<file path="src/rtl/cgtPkg.sv">
package cgtPkg;
  localparam int BYTE_W = 8;
  localparam int CNT_W  = 2 * BYTE_W;

  localparam logic [1:0] ADDR_CTRL = 2'd0;
  localparam logic [1:0] ADDR_LO   = 2'd1;
  localparam logic [1:0] ADDR_HI   = 2'd2;

  typedef struct packed {
    logic              incr;
    logic              wrLo;
    logic              wrHi;
    logic [BYTE_W-1:0] data;
  } cntStrobe_t;
endpackage

</file>
<file path="src/rtl/cgtSync.sv">
module cgtSync #(
  parameter int W      = 4,
  parameter int STAGES = 2
) (
  input  logic         clk,
  input  logic         rstN,
  input  logic [W-1:0] d,
  output logic [W-1:0] q
);
  logic [W-1:0] stg [STAGES];

  always_ff @(posedge clk or negedge rstN) begin
    if (!rstN) begin
      for (int i = 0; i < STAGES; i++) stg[i] <= '0;
    end else begin
      stg[0] <= d;
      for (int i = 1; i < STAGES; i++) stg[i] <= stg[i-1];
    end
  end

  assign q = stg[STAGES-1];
endmodule

</file>
<file path="src/rtl/cgtCtrl.sv">
module cgtCtrl
  import cgtPkg::*;
#(
  parameter int PRE_SEL_W = 2
) (
  input  logic                 clk,
  input  logic                 rstN,
  input  logic                 tmrClkS,
  input  logic                 cmp1S,
  input  logic                 cmp2S,
  input  logic                 gatePinS,
  input  logic                 tmrOn,
  input  logic                 gateEn,
  input  logic                 gateInv,
  input  logic [PRE_SEL_W-1:0] preSel,
  input  logic                 busWr,
  input  logic [1:0]           busAddr,
  input  logic [BYTE_W-1:0]    busWdata,
  output logic [BYTE_W-1:0]    ctrlRd,
  output cntStrobe_t           cntStb,
  output logic                 ref1Sel,
  output logic                 ref2Sel
);
  localparam int TAPS = 2 ** PRE_SEL_W;
  localparam int PS_W = TAPS - 1;

  logic [1:0]      refSel;
  logic            gateSel, syncEn;
  logic [PS_W-1:0] psCnt;
  logic [TAPS-1:0] psTap;
  logic            tmrPrev, psPrev, psLvl, psRise, psFall, rawRise;
  logic            cmp2Held, gateSrc, gateOk;

  always_ff @(posedge clk or negedge rstN) begin
    if (!rstN) begin
      refSel  <= 2'b00;
      gateSel <= 1'b1;
      syncEn  <= 1'b0;
    end else if (busWr && busAddr == ADDR_CTRL) begin
      refSel  <= busWdata[5:4];
      gateSel <= busWdata[1];
      syncEn  <= busWdata[0];
    end
  end

  assign rawRise = tmrClkS & ~tmrPrev;
  assign psTap   = {psCnt, tmrClkS};
  assign psLvl   = psTap[preSel];
  assign psRise  = psLvl & ~psPrev;
  assign psFall  = ~psLvl & psPrev;

  always_ff @(posedge clk or negedge rstN) begin
    if (!rstN) begin
      tmrPrev  <= 1'b0;
      psPrev   <= 1'b0;
      psCnt    <= '0;
      cmp2Held <= 1'b0;
    end else begin
      tmrPrev <= tmrClkS;
      psPrev  <= psLvl;
      if (!tmrOn)       psCnt <= '0;
      else if (rawRise) psCnt <= psCnt + 1'b1;
      if (!tmrOn)       cmp2Held <= 1'b0;
      else if (psFall)  cmp2Held <= cmp2S;
    end
  end

  assign gateSrc = gateSel ? gatePinS : (syncEn ? cmp2Held : cmp2S);
  assign gateOk  = ~gateEn | (gateSrc ^ gateInv);

  always_comb begin
    cntStb.incr = tmrOn & psRise & gateOk;
    cntStb.wrLo = busWr & (busAddr == ADDR_LO);
    cntStb.wrHi = busWr & (busAddr == ADDR_HI);
    cntStb.data = busWdata;
  end

  assign ctrlRd  = {cmp1S, cmp2S, refSel, 2'b00, gateSel, syncEn};
  assign ref1Sel = refSel[1];
  assign ref2Sel = refSel[0];

  a_r5_ps_cleared: assert property (@(posedge clk) disable iff (!rstN)
    !tmrOn |=> (psCnt == '0));
  a_r6_capture_only_on_fall: assert property (@(posedge clk) disable iff (!rstN)
    (tmrOn && !psFall) |=> $stable(cmp2Held));
  a_r6_capture_cleared_off: assert property (@(posedge clk) disable iff (!rstN)
    !tmrOn |=> !cmp2Held);
  a_r1_ctrl_hold: assert property (@(posedge clk) disable iff (!rstN)
    !(busWr && busAddr == ADDR_CTRL) |=> ($stable(refSel) && $stable(gateSel) && $stable(syncEn)));
endmodule

</file>
<file path="src/rtl/cgtCount.sv">
module cgtCount
  import cgtPkg::*;
(
  input  logic             clk,
  input  logic             rstN,
  input  cntStrobe_t       cntStb,
  output logic [CNT_W-1:0] count,
  output logic             tmrOvf
);
  always_ff @(posedge clk or negedge rstN) begin
    if (!rstN) begin
      count  <= '0;
      tmrOvf <= 1'b0;
    end else begin
      tmrOvf <= 1'b0;
      if (cntStb.wrLo || cntStb.wrHi) begin
        if (cntStb.wrLo) count[BYTE_W-1:0]     <= cntStb.data;
        if (cntStb.wrHi) count[CNT_W-1:BYTE_W] <= cntStb.data;
      end else if (cntStb.incr) begin
        count  <= count + 1'b1;
        tmrOvf <= (count == '1);
      end
    end
  end

  a_r7_ovf_at_zero: assert property (@(posedge clk) disable iff (!rstN)
    tmrOvf |-> (count == '0));
  a_r7_ovf_single: assert property (@(posedge clk) disable iff (!rstN)
    tmrOvf |=> !tmrOvf);
  a_r5_step_one: assert property (@(posedge clk) disable iff (!rstN)
    (cntStb.incr && !cntStb.wrLo && !cntStb.wrHi && count != '1) |=> (count == $past(count) + 1'b1));
  a_r9_hold_idle: assert property (@(posedge clk) disable iff (!rstN)
    (!cntStb.incr && !cntStb.wrLo && !cntStb.wrHi) |=> $stable(count));
  a_r8_write_wins: assert property (@(posedge clk) disable iff (!rstN)
    cntStb.wrLo |=> (count[BYTE_W-1:0] == $past(cntStb.data)));
endmodule

</file>
<file path="src/rtl/cmpGateTimer.sv">
module cmpGateTimer
  import cgtPkg::*;
#(
  parameter int PRE_SEL_W   = 2,
  parameter int SYNC_STAGES = 2
) (
  input  logic                 clk,
  input  logic                 rstN,
  input  logic                 tmrClk,
  input  logic                 cmp1Async,
  input  logic                 cmp2Async,
  input  logic                 gatePin,
  input  logic                 tmrOn,
  input  logic                 gateEn,
  input  logic                 gateInv,
  input  logic [PRE_SEL_W-1:0] preSel,
  input  logic                 busWr,
  input  logic [1:0]           busAddr,
  input  logic [7:0]           busWdata,
  output logic [7:0]           busRdata,
  output logic                 ref1Sel,
  output logic                 ref2Sel,
  output logic                 tmrOvf
);
  logic [3:0]        syncIn, syncOut;
  logic [BYTE_W-1:0] ctrlRd;
  logic [CNT_W-1:0]  count;
  cntStrobe_t        cntStb;

  assign syncIn = {tmrClk, cmp1Async, cmp2Async, gatePin};

  cgtSync #(.W(4), .STAGES(SYNC_STAGES)) uSync (
    .clk(clk), .rstN(rstN), .d(syncIn), .q(syncOut));

  cgtCtrl #(.PRE_SEL_W(PRE_SEL_W)) uCtrl (
    .clk(clk), .rstN(rstN),
    .tmrClkS(syncOut[3]), .cmp1S(syncOut[2]), .cmp2S(syncOut[1]), .gatePinS(syncOut[0]),
    .tmrOn(tmrOn), .gateEn(gateEn), .gateInv(gateInv), .preSel(preSel),
    .busWr(busWr), .busAddr(busAddr), .busWdata(busWdata),
    .ctrlRd(ctrlRd), .cntStb(cntStb), .ref1Sel(ref1Sel), .ref2Sel(ref2Sel));

  cgtCount uCount (
    .clk(clk), .rstN(rstN), .cntStb(cntStb), .count(count), .tmrOvf(tmrOvf));

  always_comb begin
    unique case (busAddr)
      ADDR_CTRL: busRdata = ctrlRd;
      ADDR_LO:   busRdata = count[BYTE_W-1:0];
      ADDR_HI:   busRdata = count[CNT_W-1:BYTE_W];
      default:   busRdata = '0;
    endcase
  end

  always_comb begin
    if (rstN && busAddr == ADDR_CTRL)
      a_r1_unimpl_zero: assert (busRdata[3:2] == 2'b00);
  end
endmodule

</file>
<file path="config.mk">
export PLATFORM = sky130hd
export DESIGN_NAME = cmpGateTimer
export DESIGN_NICKNAME = d
export VERILOG_FILES = /design/src/rtl/cgtPkg.sv /design/src/rtl/cgtSync.sv /design/src/rtl/cgtCtrl.sv /design/src/rtl/cgtCount.sv /design/src/rtl/cmpGateTimer.sv
export SDC_FILE = /design/constraint.sdc
export NUM_CORES = 1
export LEC_CHECK = 0
export ABC_AREA = 0
export ABC_CLOCK_PERIOD_IN_PS = 6550
export BUFFER_PORTS_ARGS = -buffer_cell sky130_fd_sc_hd__buf_2
export CAP_MARGIN = 25
export CORE_AREA = 10 10 64 79
export CTS_BUF_LIST = sky130_fd_sc_hd__clkbuf_4 sky130_fd_sc_hd__clkbuf_8
export DETAILED_ROUTE_END_ITERATION = 12
export DIE_AREA = 0 0 74 89
export PLACE_DENSITY_LB_ADDON = 0.05
export SKIP_CTS_REPAIR_TIMING = 1
export SLEW_MARGIN = 20
export SYNTH_ARGS = -nofsm -noshare
export SYNTH_HDL_FRONTEND = slang
export SYNTH_HIERARCHICAL = 1
export SYNTH_SLANG_ARGS = --single-unit
</file>
<file path="constraint.sdc">
create_clock -name clk -period 6.55 [get_ports clk]
set_input_delay 0.655 -clock clk [delete_from_list [all_inputs] [get_ports clk]]
set_output_delay 0.655 -clock clk [all_outputs]
set_load 0.005 [all_outputs]
</file>
==> impl_metrics.toml <==
[outcome]
status = "completed"

[synth]
syn-cell-area_sq_um = 2160
async_reset_ff_share_pct = 100
synth_fa_ha_area_share_pct = 1.16
yosysWarnings = 6
synthMuxAreaShare_pct = 9.21
syn_avg_cell_area_sq_um = 10.2
netlist-cell-type-count = 55
ys_top_cells_by_area = "dfrtp_1 39%, buf_4 7.3%, mux2i_1 5.6%"
synth_top_family_by_area = "simple AND/OR/NAND/NOR gates"
ys_ff_latch = 35
netlist_instances = 212
synth_edf_count = 0
synth_top_area_share_pct = 39.4
ys_seq_area_share_pct = 40.6
synth_commonest_cells = "34 x dfrtp_1, 21 x buf_4, 19 x nand2_1"
synth-xor-area-share_pct = 2.84
synth_compound_area_share_pct = 16.7
synth_flop_cell = "dfrtp_1"
yosys.area_share.simple_pct = 18.2
yosysMostFrequentCell = "dfrtp_1"
synth_top_area_cell = "dfrtp_1"

[hold_path]
hp-class = "reg2reg"
hold_path_depth = 0
hold_start = "uSync/stg[6]$_DFF_PN0_"
holdPathEnd = "uSync/q[2]$_DFF_PN0_"

[final_layout]
num-nets-final = 247
multi_input_area_sq_um = 1050
fin_util_pct = 61.2
diodes = 0
final_layout_size_suffix_gt1_share_pct = 27.2
seqCellArea_sq_um = 877
syn_to_final_growth_pct = 3.71
fill_cells = 311

[global_routing]
met1_usage_pct = 18.6
grt.busiest_layer = "met2"
grt_pass1_vias = 1731
use_met3_pct = 3.67
grt_max_degree = 36
grt_pass1_wl_mm = 8.53
track_usage_pct = 16.6
met2_usage_pct = 28.2
antenna_found_initial = 0
grt_remaining_overflow = 0

[cts]
numCtsBuffers = 5
clk_pin_slew_ns = 0.08
cts_tree = "built"
clock_sinks = 35
clockBufferDepth = 2
root_buffer = "clkbuf_8"
clock_latency_ns = 0.28
cts_max_level = 2

[setup_path]
r2r_cells = 7
worstPathMaxFanout = 26
cp-end-kind = "register"
cp.arrival_ns = 2.67
r2r_start = "uCtrl/psCnt[0]$_DFFE_PN0P_"
rrSetupSlack_ns = 4.35
critPathRequiredTime_ns = 6.72
critPathKind = "in2reg"
start_kind = "primary input"
timing.rr.end = "uCount/count[7]$_DFFE_PN0P_"

[job]
cap_violations = 0

[drt]
firstDrtPassIters = 4
wl_per_cell_um = 20.0
route.detailed.drc = 0
num_vias = 1713
ant_nets = 0
viasPerCell = 6.49
wirelength_mm = 5.29
first_iter_violations = 238

[sta]
fin_skew_ns = 0.00910
slew-limit-headroom_pct = 35.8
max_freq_mhz = 401
period_minus_slack_ns = 2.49
tns_ns = 0
setup_viol = 0
maxSlewViolCount = 0
finalCritPeriodShare_pct = 38.1
hold_viol = 0
rsz0062_at_grt = "no"
tightest_slew_ns = 0.961

[power_and_ir_drop]
seqPwrFrac_pct = 50.7
ir_worst_vdd_mv = 0.202
p_int_mw = 0.405
sw_frac_of_total_pct = 35.7
power_switching_mw = 0.225
p_per_area_nw_per_um2 = 281
power_frac_clock_pct = 25.1
p_total_mw = 0.629
combPwrFrac_pct = 24.3
p_leak_nw = 0.976

[floorplanning]
dieArea_sq_um = 6590
initial_core_util_pct = 59.0
fp.dieW_um = 74
io-pin-count = 33
row_count = 25
core-area_sq_um = 3660
die_y_um = 89

[placed_design]
routabilityCongestion = 1.04
dpl.hpwl_mm = 3.97
portBuffers = 32
-- worst max path at each step --
stage / from / end / depth (start not counted)
2_1_floorplan: preSel[1] / uCount/count[7]$_DFFE_PN0P_ / 8
3_3_place_gp: busAddr[1] / uCount/count[7]$_DFFE_PN0P_ / 6
3_5_place_dp: busAddr[1] / uCount/count[7]$_DFFE_PN0P_ / 6
4_1_cts: busAddr[1] / uCount/count[7]$_DFFE_PN0P_ / 6
5_1_grt: busAddr[1] / uCount/count[7]$_DFFE_PN0P_ / 6
6_report: busAddr[1] / uCount/count[13]$_DFFE_PN0P_ / 6
-- worst max-delay path, cell delays in order --
cell	delay [ns]
buf_2	0.30
and3b_1	0.34
nor2_2	0.79
nand2_1	0.20
o32ai_1	0.32
nor2_1	0.07
-- power by group through the flow --
| stage | Sequential (mW) | Combinational [mW] | Clock, mW |
|---|---|---|---|
| floorplan | 0.300 | 0.124 | 0 |
| global placement | 0.320 | 0.147 | 0 |
| detailed placement | 0.322 | 0.151 | 0 |
| CTS | 0.318 | 0.151 | 0.164 |
| global route | 0.325 | 0.169 | 0.172 |
| finish | 0.319 | 0.153 | 0.158 |
-- kinds of logic (layout without fill, tap and decap cells) --
logic type	after synthesis	count (layout)
and+or+nand+nor	66	66
AOI/OAI and AO/OA	51	51
DFF	35	35
buffers and inverters	32	43
muxes	18	18
xor gates and xnor gates	7	7
adders and majority gates	2	2
other	1	2
-- per-stage QoR --
step	instance area (sq um)	instances	setup WS [ns]	hold WS, ns
after CTS	2240	264	4.13	0.356
after global placement	2150	256	3.97	0.332
after floorplan	2160	213	4.26	0.331
after global routing	2240	264	3.90	0.366
final	2240	264	4.06	0.353
after detailed placement	2150	256	3.82	0.338
-- registers in the layout, summed over array words and instances (netlist names) --
signal          cells
uCount/count       16
uCount/tmrOvf       1
uCtrl/cmp2Held      1
uCtrl/gateSel       1
uCtrl/psCnt         3
uCtrl/psPrev        1
uCtrl/refSel        2
uCtrl/syncEn        1
uCtrl/tmrPrev       1
uSync/q             4
uSync/stg           4
-- layout by cell type, fill, tap and decap left out, types with 3 or more instances in the layout --
| cell type | instances |
|---|---|
| and4_1 | 3 |
| o21ai_0 | 7 |
| xnor2_1 | 3 |
| nand3_1 | 7 |
| mux2_2 | 5 |
| nor2_1 | 9 |
| buf_2 | 32 |
| clkbuf_8 | 5 |
| mux2i_1 | 12 |
| and3_2 | 3 |
| dfrtp_1 | 34 |
| inv_1 | 3 |
| xor2_1 | 4 |
| o2bb2ai_1 | 8 |
| a31oi_1 | 4 |
| a21oi_1 | 11 |
| o22ai_1 | 6 |
| nand2_1 | 19 |
-- per-layer routing --
metal	routed length (um)	part of all wire (%)
met1	2110	40
met2	2700	51
met3	261	4.9
met4	221	4.2
met5	0	0
-- final cells by class --
cell class | instances | area share [%]
Multi-Input combinational cell | 146 | 46.8
Sequential cell | 35 | 39.1
Timing Repair Buffer | 32 | 7.15
Clock buffer | 5 | 3.07
Tap cell | 40 | 2.23
Clock inverter | 3 | 1.12
Inverter | 3 | 0.503
No activity file was read; power rests on OpenSTA's default activity.
